$ cat src/rtl/hfc_pkg.sv
package hfc_pkg;

   // Outcome of an install request, decided in the request cycle
   typedef enum logic [1:0] {
      INST_NONE = 2'd0,
      INST_NEW  = 2'd1,
      INST_DUP  = 2'd2,
      INST_DROP = 2'd3
   } inst_kind_e;

   localparam int unsigned DEF_DEST_W  = 6;
   localparam int unsigned DEF_NUM_HOT = 4;
   localparam int unsigned DEF_HOP_W   = 4;
   localparam int unsigned DEF_PORT_W  = 3;

endpackage

$ cat src/rtl/hfc_entry_table.sv
module hfc_entry_table
   import hfc_pkg::*;
#(
   parameter int unsigned DEST_W  = DEF_DEST_W,
   parameter int unsigned NUM_HOT = DEF_NUM_HOT,
   parameter int unsigned HOP_W   = DEF_HOP_W,
   parameter int unsigned PORT_W  = DEF_PORT_W,
   localparam int unsigned SLOT_W = (NUM_HOT > 1) ? $clog2(NUM_HOT) : 1
) (
   input  logic                             clk,
   input  logic                             rst_n,
   input  logic                             install_i,
   input  logic [DEST_W-1:0]                inst_val_i,
   input  logic [DEST_W-1:0]                inst_care_i,
   input  logic [HOP_W-1:0]                 inst_hops_i,
   input  logic [PORT_W-1:0]                inst_port_i,
   input  logic [NUM_HOT-1:0]               release_i,
   input  logic [NUM_HOT-1:0]               hq_empty_i,
   output logic [NUM_HOT-1:0]               ent_valid_o,
   output logic [NUM_HOT-1:0][DEST_W-1:0]   ent_val_o,
   output logic [NUM_HOT-1:0][DEST_W-1:0]   ent_care_o,
   output logic [NUM_HOT-1:0][HOP_W-1:0]    ent_hops_o,
   output logic [NUM_HOT-1:0][PORT_W-1:0]   ent_port_o,
   output inst_kind_e                       dec_kind_o,
   output logic [SLOT_W-1:0]                dec_slot_o,
   output logic                             free_any_o
);

   logic [DEST_W-1:0]  val_norm;
   logic               dup_hit;
   logic [SLOT_W-1:0]  dup_idx;
   logic               free_hit;
   logic [SLOT_W-1:0]  free_idx;
   logic [NUM_HOT-1:0] frees;

   assign val_norm = inst_val_i & inst_care_i;
   assign frees    = ent_valid_o & release_i & hq_empty_i;
   assign free_any_o = |frees;

   // Duplicate search and lowest free slot search over the registered table
   always_comb begin
      dup_hit  = 1'b0;
      dup_idx  = '0;
      free_hit = 1'b0;
      free_idx = '0;
      for (int k = NUM_HOT - 1; k >= 0; k--) begin
         if (ent_valid_o[k] && (ent_care_o[k] == inst_care_i) && (ent_val_o[k] == val_norm)) begin
            dup_hit = 1'b1;
            dup_idx = SLOT_W'(k);
         end
         if (!ent_valid_o[k]) begin
            free_hit = 1'b1;
            free_idx = SLOT_W'(k);
         end
      end
   end

   always_comb begin
      dec_kind_o = INST_NONE;
      dec_slot_o = '0;
      if (install_i) begin
         if (dup_hit) begin
            dec_kind_o = INST_DUP;
            dec_slot_o = dup_idx;
         end else if (free_hit) begin
            dec_kind_o = INST_NEW;
            dec_slot_o = free_idx;
         end else begin
            dec_kind_o = INST_DROP;
         end
      end
   end

   generate
      for (genvar k = 0; k < NUM_HOT; k++) begin : g_slot
         logic wr_here;
         assign wr_here = (dec_kind_o == INST_NEW) && (dec_slot_o == SLOT_W'(k));

         always_ff @(posedge clk or negedge rst_n) begin
            if (!rst_n) begin
               ent_valid_o[k] <= 1'b0;
               ent_val_o[k]   <= '0;
               ent_care_o[k]  <= '0;
               ent_hops_o[k]  <= '0;
               ent_port_o[k]  <= '0;
            end else if (wr_here) begin
               ent_valid_o[k] <= 1'b1;
               ent_val_o[k]   <= val_norm;
               ent_care_o[k]  <= inst_care_i;
               ent_hops_o[k]  <= inst_hops_i;
               ent_port_o[k]  <= inst_port_i;
            end else if (frees[k]) begin
               ent_valid_o[k] <= 1'b0;
            end
         end
      end
   endgenerate

endmodule

$ cat src/rtl/hfc_match_unit.sv
module hfc_match_unit
   import hfc_pkg::*;
#(
   parameter int unsigned DEST_W  = DEF_DEST_W,
   parameter int unsigned NUM_HOT = DEF_NUM_HOT,
   parameter int unsigned HOP_W   = DEF_HOP_W,
   parameter int unsigned PORT_W  = DEF_PORT_W,
   localparam int unsigned SLOT_W = (NUM_HOT > 1) ? $clog2(NUM_HOT) : 1,
   localparam int unsigned CNT_W  = $clog2(DEST_W + 1)
) (
   input  logic                             pkt_valid_i,
   input  logic [DEST_W-1:0]                pkt_dest_i,
   input  logic [NUM_HOT-1:0]               ent_valid_i,
   input  logic [NUM_HOT-1:0][DEST_W-1:0]   ent_val_i,
   input  logic [NUM_HOT-1:0][DEST_W-1:0]   ent_care_i,
   input  logic [NUM_HOT-1:0][HOP_W-1:0]    ent_hops_i,
   input  logic [NUM_HOT-1:0][PORT_W-1:0]   ent_port_i,
   output logic                             hit_o,
   output logic [SLOT_W-1:0]                win_o,
   output logic [HOP_W-1:0]                 hops_o,
   output logic [PORT_W-1:0]                port_o
);

   logic [NUM_HOT-1:0]            hitv;
   logic [NUM_HOT-1:0][CNT_W-1:0] weight;

   generate
      for (genvar k = 0; k < NUM_HOT; k++) begin : g_cmp
         assign hitv[k]   = pkt_valid_i && ent_valid_i[k] &&
                            (((pkt_dest_i ^ ent_val_i[k]) & ent_care_i[k]) == '0);
         assign weight[k] = CNT_W'($countones(ent_care_i[k]));
      end
   endgenerate

   // Most specific entry wins; strict compare keeps the lower index on ties
   always_comb begin
      logic [CNT_W-1:0] best_w;
      hit_o  = 1'b0;
      win_o  = '0;
      best_w = '0;
      for (int k = 0; k < NUM_HOT; k++) begin
         if (hitv[k] && (!hit_o || (weight[k] > best_w))) begin
            hit_o  = 1'b1;
            win_o  = SLOT_W'(k);
            best_w = weight[k];
         end
      end
   end

   assign hops_o = hit_o ? ent_hops_i[win_o] : '0;
   assign port_o = hit_o ? ent_port_i[win_o] : '0;

endmodule

$ cat src/rtl/hfc_notify.sv
module hfc_notify
   import hfc_pkg::*;
#(
   parameter int unsigned DEST_W  = DEF_DEST_W,
   parameter int unsigned NUM_HOT = DEF_NUM_HOT,
   parameter int unsigned HOP_W   = DEF_HOP_W,
   localparam int unsigned SLOT_W = (NUM_HOT > 1) ? $clog2(NUM_HOT) : 1
) (
   input  logic                clk,
   input  logic                rst_n,
   input  inst_kind_e          dec_kind_i,
   input  logic [SLOT_W-1:0]   dec_slot_i,
   input  logic                free_any_i,
   input  logic [DEST_W-1:0]   inst_val_i,
   input  logic [DEST_W-1:0]   inst_care_i,
   input  logic [HOP_W-1:0]    inst_hops_i,
   output logic                done_o,
   output logic                ok_o,
   output logic [SLOT_W-1:0]   slot_o,
   output logic                sat_o,
   output logic                prop_valid_o,
   output logic [DEST_W-1:0]   prop_val_o,
   output logic [DEST_W-1:0]   prop_care_o,
   output logic [HOP_W-1:0]    prop_hops_o
);

   logic send;
   assign send = (dec_kind_i == INST_NEW) && (inst_hops_i != '0);

   always_ff @(posedge clk or negedge rst_n) begin
      if (!rst_n) begin
         done_o       <= 1'b0;
         ok_o         <= 1'b0;
         slot_o       <= '0;
         sat_o        <= 1'b0;
         prop_valid_o <= 1'b0;
         prop_val_o   <= '0;
         prop_care_o  <= '0;
         prop_hops_o  <= '0;
      end else begin
         done_o <= (dec_kind_i != INST_NONE);
         ok_o   <= (dec_kind_i == INST_NEW) || (dec_kind_i == INST_DUP);
         slot_o <= (dec_kind_i == INST_DROP) ? '0 : dec_slot_i;
         if (dec_kind_i == INST_DROP) begin
            sat_o <= 1'b1;
         end else if (free_any_i) begin
            sat_o <= 1'b0;
         end
         prop_valid_o <= send;
         prop_val_o   <= send ? (inst_val_i & inst_care_i) : '0;
         prop_care_o  <= send ? inst_care_i : '0;
         prop_hops_o  <= send ? (inst_hops_i - HOP_W'(1)) : '0;
      end
   end

endmodule

$ cat src/rtl/hot_flow_classifier.sv
module hot_flow_classifier
   import hfc_pkg::*;
#(
   parameter int unsigned DEST_W  = DEF_DEST_W,
   parameter int unsigned NUM_HOT = DEF_NUM_HOT,
   parameter int unsigned HOP_W   = DEF_HOP_W,
   parameter int unsigned PORT_W  = DEF_PORT_W,
   localparam int unsigned SLOT_W = (NUM_HOT > 1) ? $clog2(NUM_HOT) : 1,
   localparam int unsigned QSEL_W = $clog2(NUM_HOT + 1)
) (
   input  logic                 clk,
   input  logic                 rst_n,
   input  logic                 pkt_valid_i,
   input  logic [DEST_W-1:0]    pkt_dest_i,
   output logic [QSEL_W-1:0]    q_sel_o,
   output logic                 q_hot_o,
   output logic [HOP_W-1:0]     hit_hops_o,
   output logic [PORT_W-1:0]    hit_port_o,
   input  logic                 install_i,
   input  logic [DEST_W-1:0]    inst_val_i,
   input  logic [DEST_W-1:0]    inst_care_i,
   input  logic [HOP_W-1:0]     inst_hops_i,
   input  logic [PORT_W-1:0]    inst_port_i,
   output logic                 inst_done_o,
   output logic                 inst_ok_o,
   output logic [SLOT_W-1:0]    inst_slot_o,
   output logic                 sat_o,
   input  logic [NUM_HOT-1:0]   release_i,
   input  logic [NUM_HOT-1:0]   hq_empty_i,
   output logic                 prop_valid_o,
   output logic [DEST_W-1:0]    prop_val_o,
   output logic [DEST_W-1:0]    prop_care_o,
   output logic [HOP_W-1:0]     prop_hops_o
);

   generate
      if (DEST_W < 1) begin : g_bad_dest
         $error("DEST_W must be at least 1");
      end
      if (NUM_HOT < 1) begin : g_bad_hot
         $error("NUM_HOT must be at least 1");
      end
      if (HOP_W < 1) begin : g_bad_hop
         $error("HOP_W must be at least 1");
      end
      if (PORT_W < 1) begin : g_bad_port
         $error("PORT_W must be at least 1");
      end
   endgenerate

   logic [NUM_HOT-1:0]             ent_valid;
   logic [NUM_HOT-1:0][DEST_W-1:0] ent_val;
   logic [NUM_HOT-1:0][DEST_W-1:0] ent_care;
   logic [NUM_HOT-1:0][HOP_W-1:0]  ent_hops;
   logic [NUM_HOT-1:0][PORT_W-1:0] ent_port;
   inst_kind_e                     dec_kind;
   logic [SLOT_W-1:0]              dec_slot;
   logic                           free_any;
   logic                           hit;
   logic [SLOT_W-1:0]              win;

   hfc_entry_table #(
      .DEST_W(DEST_W), .NUM_HOT(NUM_HOT), .HOP_W(HOP_W), .PORT_W(PORT_W)
   ) u_table (
      .clk         (clk),
      .rst_n       (rst_n),
      .install_i   (install_i),
      .inst_val_i  (inst_val_i),
      .inst_care_i (inst_care_i),
      .inst_hops_i (inst_hops_i),
      .inst_port_i (inst_port_i),
      .release_i   (release_i),
      .hq_empty_i  (hq_empty_i),
      .ent_valid_o (ent_valid),
      .ent_val_o   (ent_val),
      .ent_care_o  (ent_care),
      .ent_hops_o  (ent_hops),
      .ent_port_o  (ent_port),
      .dec_kind_o  (dec_kind),
      .dec_slot_o  (dec_slot),
      .free_any_o  (free_any)
   );

   hfc_match_unit #(
      .DEST_W(DEST_W), .NUM_HOT(NUM_HOT), .HOP_W(HOP_W), .PORT_W(PORT_W)
   ) u_match (
      .pkt_valid_i (pkt_valid_i),
      .pkt_dest_i  (pkt_dest_i),
      .ent_valid_i (ent_valid),
      .ent_val_i   (ent_val),
      .ent_care_i  (ent_care),
      .ent_hops_i  (ent_hops),
      .ent_port_i  (ent_port),
      .hit_o       (hit),
      .win_o       (win),
      .hops_o      (hit_hops_o),
      .port_o      (hit_port_o)
   );

   hfc_notify #(
      .DEST_W(DEST_W), .NUM_HOT(NUM_HOT), .HOP_W(HOP_W)
   ) u_notify (
      .clk          (clk),
      .rst_n        (rst_n),
      .dec_kind_i   (dec_kind),
      .dec_slot_i   (dec_slot),
      .free_any_i   (free_any),
      .inst_val_i   (inst_val_i),
      .inst_care_i  (inst_care_i),
      .inst_hops_i  (inst_hops_i),
      .done_o       (inst_done_o),
      .ok_o         (inst_ok_o),
      .slot_o       (inst_slot_o),
      .sat_o        (sat_o),
      .prop_valid_o (prop_valid_o),
      .prop_val_o   (prop_val_o),
      .prop_care_o  (prop_care_o),
      .prop_hops_o  (prop_hops_o)
   );

   // Queue code 0 is cold; hot queue k is code k+1
   assign q_hot_o = hit;
   assign q_sel_o = hit ? (QSEL_W'(win) + QSEL_W'(1)) : '0;

endmodule

$ cat config.mk
export PLATFORM = sky130hd
export DESIGN_NAME = hot_flow_classifier
export DESIGN_NICKNAME = d
export VERILOG_FILES = /design/src/rtl/hfc_pkg.sv /design/src/rtl/hfc_entry_table.sv /design/src/rtl/hfc_match_unit.sv /design/src/rtl/hfc_notify.sv /design/src/rtl/hot_flow_classifier.sv
export SDC_FILE = /design/constraint.sdc
export NUM_CORES = 1
export LEC_CHECK = 0
export BUFFER_PORTS_ARGS = -buffer_cell sky130_fd_sc_hd__buf_4
export CAP_MARGIN = 20
export CORE_MARGIN = 2
export CORE_UTILIZATION = 50
export CTS_CLUSTER_SIZE = 25
export DETAILED_ROUTE_END_ITERATION = 6
export HOLD_SLACK_MARGIN = 0.05
export PLACE_DENSITY = 0.75
export SLEW_MARGIN = 15
export SYNTH_ARGS = -nofsm -noshare
export SYNTH_HDL_FRONTEND = slang
export SYNTH_SLANG_ARGS = --single-unit
export TNS_END_PERCENT = 30
$ cat constraint.sdc
create_clock -name clk -period 7.95 [get_ports clk]
set_input_delay 0.795 -clock clk [delete_from_list [all_inputs] [get_ports clk]]
set_output_delay 0.795 -clock clk [all_outputs]
set_load 0.1 [all_outputs]
==> impl_metrics.json <==
{
  "result_of_the_run": "complete, no violations",
  "final_cells": 775,
  "number_of_antenna_violations_at_the_first_check_in_global_routing": 0,
  "die-height_um": 117,
  "power.ir.vdd_worst_uv": 273,
  "finalNetCount": 674,
  "finish.instance_area_mm2": 0.00729,
  "fin_setup_tns_ns": 0,
  "final_layout_size_suffix_gt1_frac": 0.303,
  "worst_hold_path_type": "input port to asynchronous set/reset pin",
  "report.final.slew_viol_count": 0,
  "worstPathRequired_ns": 7.15,
  "critical_path_peak_fanout": 18,
  "ys_seq_area_frac": 0.401,
  "drc": 0,
  "yosys.area.top_type_share": 0.401,
  "cts.root.buffer_cell": "clkbuf_16",
  "syn-num-nets": 613,
  "route.detailed.vias_per_inst": 5.65,
  "synthesis.instances": 537,
  "cts_resized": 0,
  "floorplan.initialDensity": 0.508,
  "syn-cell-area_mm2": 0.00636,
  "yosysUniqueCellTypes": 53,
  "post-route-worst-setup-slack_ns": 0.609,
  "synth-edff-count": 0,
  "critPathArrivalTime_ns": 6.55,
  "seq_power_share": 0.320,
  "cts.htree.levels": 3,
  "pre_cts_ws_ns": 0.761,
  "fin_worst_skew_ns": 0.0101,
  "pin_count_of_the_biggest_net_entering_global_routing": 86,
  "synth_area_leaders": "dfrtp_1 (40%), mux2_4 (16%), ha_1 (6.1%)",
  "p_comb_frac": 0.519,
  "dieWidth_um": 117,
  "max-cap-violations": 0,
  "post_drt_wl_per_cell_um": 19.4,
  "placed_area_mm2": 0.00696,
  "share_clk_of_total_power": 0.160,
  "finalWorstPathRequiredPeriod_ns": 7.34,
  "gpl.final_weighted_congestion": 0.887,
  "global_route.usage.total": 0.238,
  "grt.overflow.total": 0,
  "cpMaxStageDelayCell": "fa_1",
  "slew_at_the_pin_closest_to_its_max_slew_limit_ns": 1.07,
  "yosys.area.top_type": "dfrtp_1",
  "grtUsageMet1": 0.311,
  "area_delta_synth_final_pct": 14.6,
  "cts_tree": "done",
  "critical_path.most_common_cell": "ha_1",
  "io_pins": 70,
  "setup.worst_path.end_class": "output pin",
  "port_buffers": 69,
  "synth_ff_type": "dfrtp_1",
  "vias": 4380,
  "static-leakage-power_nw": 3.69,
  "net-switching-power_mw": 1.20,
  "post-synth-top-count-cell": "dfrtp_1",
  "placement_rows": 41,
  "grt_pass1_wl_um": 24600,
  "gr-max-usage-layer": "met2",
  "num_antenna_cells": 0,
  "yosys_warnings": 0,
  "timing.final.hold_violations": 0,
  "report.final.setup_viol": 0,
  "insertion_delay_ns": 0.36,
  "timing.final.crit_share": 0.923,
  "worst-r2r-setup-slack_ns": 4.05,
  "layout.core_utilization": 0.582,
  "detail_route.first_pass.iterations": 5,
  "cts-hold-fix-buffers": 0,
  "first_global_vias": 4651,
  "n_fill_cell": 1060,
  "async_reset_ff_frac": 1.00,
  "yosys-top-cells-count": "dfrtp_1 (102), mux2_4 (66), xnor2_1 (39), nand2_1 (36), ha_1 (31)",
  "multi_input_area_mm2": 0.00351,
  "hold_ws_ns": 0.292,
  "total_power_mw": 2.86,
  "ff_latch_area_mm2": 0.00255,
  "cp_slowest_stage_delay_ns": 0.53,
  "unrepaired_setup_endpoints_after_global_routing": "no",
  "dp_hpwl_um": 10700,
  "globalRouteMet2Util": 0.393,
  "drt_iter0_drc": 272,
  "grt.met3_usage": 0.0541,
  "intPower_mw": 1.66,
  "clock_path_buffers": 2,
  "power-per-cell-area_mw_per_mm2": 392,
  "cts.repair_timing.setup_buffer_count": 0,
  "switching_part_of_the_total": 0.419,
  "place_inst": 758,
  "antenna_left": 0,
  "core_region_area_mm2": 0.0125,
  "synthesized_area_divided_by_synthesized_cell_count_um2": 11.8,
  "cp-start-kind": "flip-flop",
  "clkSlewWorstSetupHoldPaths_ns": 0.07,
  "slew_headroom": 0.281,
  "number_of_buffers_created_by_cts": 9,
  "cts.sink_count": 102,
  "synth_seq_cells": 102,
  "critical_path_class": "flip-flop to output pin",
  "reg2regPathDepth": 11,
  "die-area_mm2": 0.0136,
  "timing.fmax_mhz": 136,
  "drt-total-wl_um": 15000
}
cell type report:
type | count | share of cell area
inverter | 30 | 0.0155
multi-input combinational | 379 | 0.482
clock inverter | 4 | 0.00755
tap | 172 | 0.0295
clock buffer | 12 | 0.0338
sequential | 102 | 0.350
timing repair buffer | 76 | 0.0815
layout by cell type, fill, tap and decap left out, types with 7 or more instances in the layout:
| cell type | Yosys | layout |
|---|---|---|
| nor3_1 | 8 | 8 |
| dfrtp_1 | 102 | 102 |
| fa_1 | 8 | 8 |
| mux2_4 | 66 | 66 |
| inv_1 | 30 | 30 |
| and2_1 | 7 | 7 |
| clkbuf_16 | 0 | 9 |
| a31oi_1 | 9 | 9 |
| a21oi_1 | 9 | 9 |
| ha_1 | 31 | 31 |
| o311ai_0 | 7 | 7 |
| nand2b_1 | 8 | 8 |
| and3_1 | 20 | 20 |
| buf_4 | 1 | 74 |
| nand3_1 | 7 | 7 |
| o21ai_0 | 9 | 9 |
| xor2_1 | 29 | 29 |
| nand2_1 | 36 | 36 |
| xnor2_1 | 39 | 39 |
| mux2_2 | 13 | 13 |
| nor2_1 | 17 | 17 |
sequential cells by signal, indices dropped and copies added (netlist names), 2 cells and up:
name,flops
u_notify.prop_hops_o,4
u_notify.prop_val_o,6
u_table.ent_val_o,24
u_table.ent_port_o,12
u_notify.prop_care_o,6
u_table.ent_hops_o,16
u_table.ent_valid_o,4
u_table.ent_care_o,24
u_notify.slot_o,2
power groups by stage:
stage	sequential [mW]	clock, mW	combinational, mW
after global placement	0.909	0	1.40
after floorplan	0.902	0	1.11
final	0.914	0.458	1.48
after detailed placement	0.915	0	1.47
after global routing	0.937	0.488	1.64
after CTS	0.910	0.469	1.48
critical path: cells and delay by family (launching register included):
family                     cells  cell delay, ns
and+or+nand+nor                4            0.38
buffers and inverters          6            1.06
AOI/OAI and AO/OA             13            1.79
muxes                          1            0.37
adders and majority gates      7            2.16
DFF                            1            0.44
path summary, 6_finish.rpt:
kind / to / from
setup / recovery: q_sel_o[1] / u_table.ent_care_o[5]$_DFFE_PN0P_
setup reg to reg: u_table.ent_care_o[23]$_DFFE_PN0P_ / u_table.ent_val_o[18]$_DFFE_PN0P_
hold reg to reg: u_table.ent_port_o[2]$_DFFE_PN0P_ / u_table.ent_port_o[2]$_DFFE_PN0P_
min in group clk: u_table.ent_port_o[2]$_DFFE_PN0P_ / u_table.ent_port_o[2]$_DFFE_PN0P_
max in group asynchronous: u_table.ent_hops_o[0]$_DFFE_PN0P_ / rst_n
hold / removal: u_notify.prop_val_o[0]$_DFF_PN0_ / rst_n
metal layers:
metal / vias to the layer above / part of all wire / wire (um)
met3: 22 / 0.060 / 903
met1: 2209 / 0.43 / 6490
met2: 147 / 0.49 / 7300
met4: 0 / 0.023 / 348
li1: 2002 / - / -
met5: - / 0 / 0
logic make-up after synthesis:
kind of cell	synth area share
and+or+nand+nor	0.106
DFF	0.401
muxes	0.179
AOI/OAI and AO/OA	0.0859
xor gates and xnor gates	0.0936
buffers and inverters	0.0488
adders and majority gates	0.0861
Power figures use the tool's default switching activity.
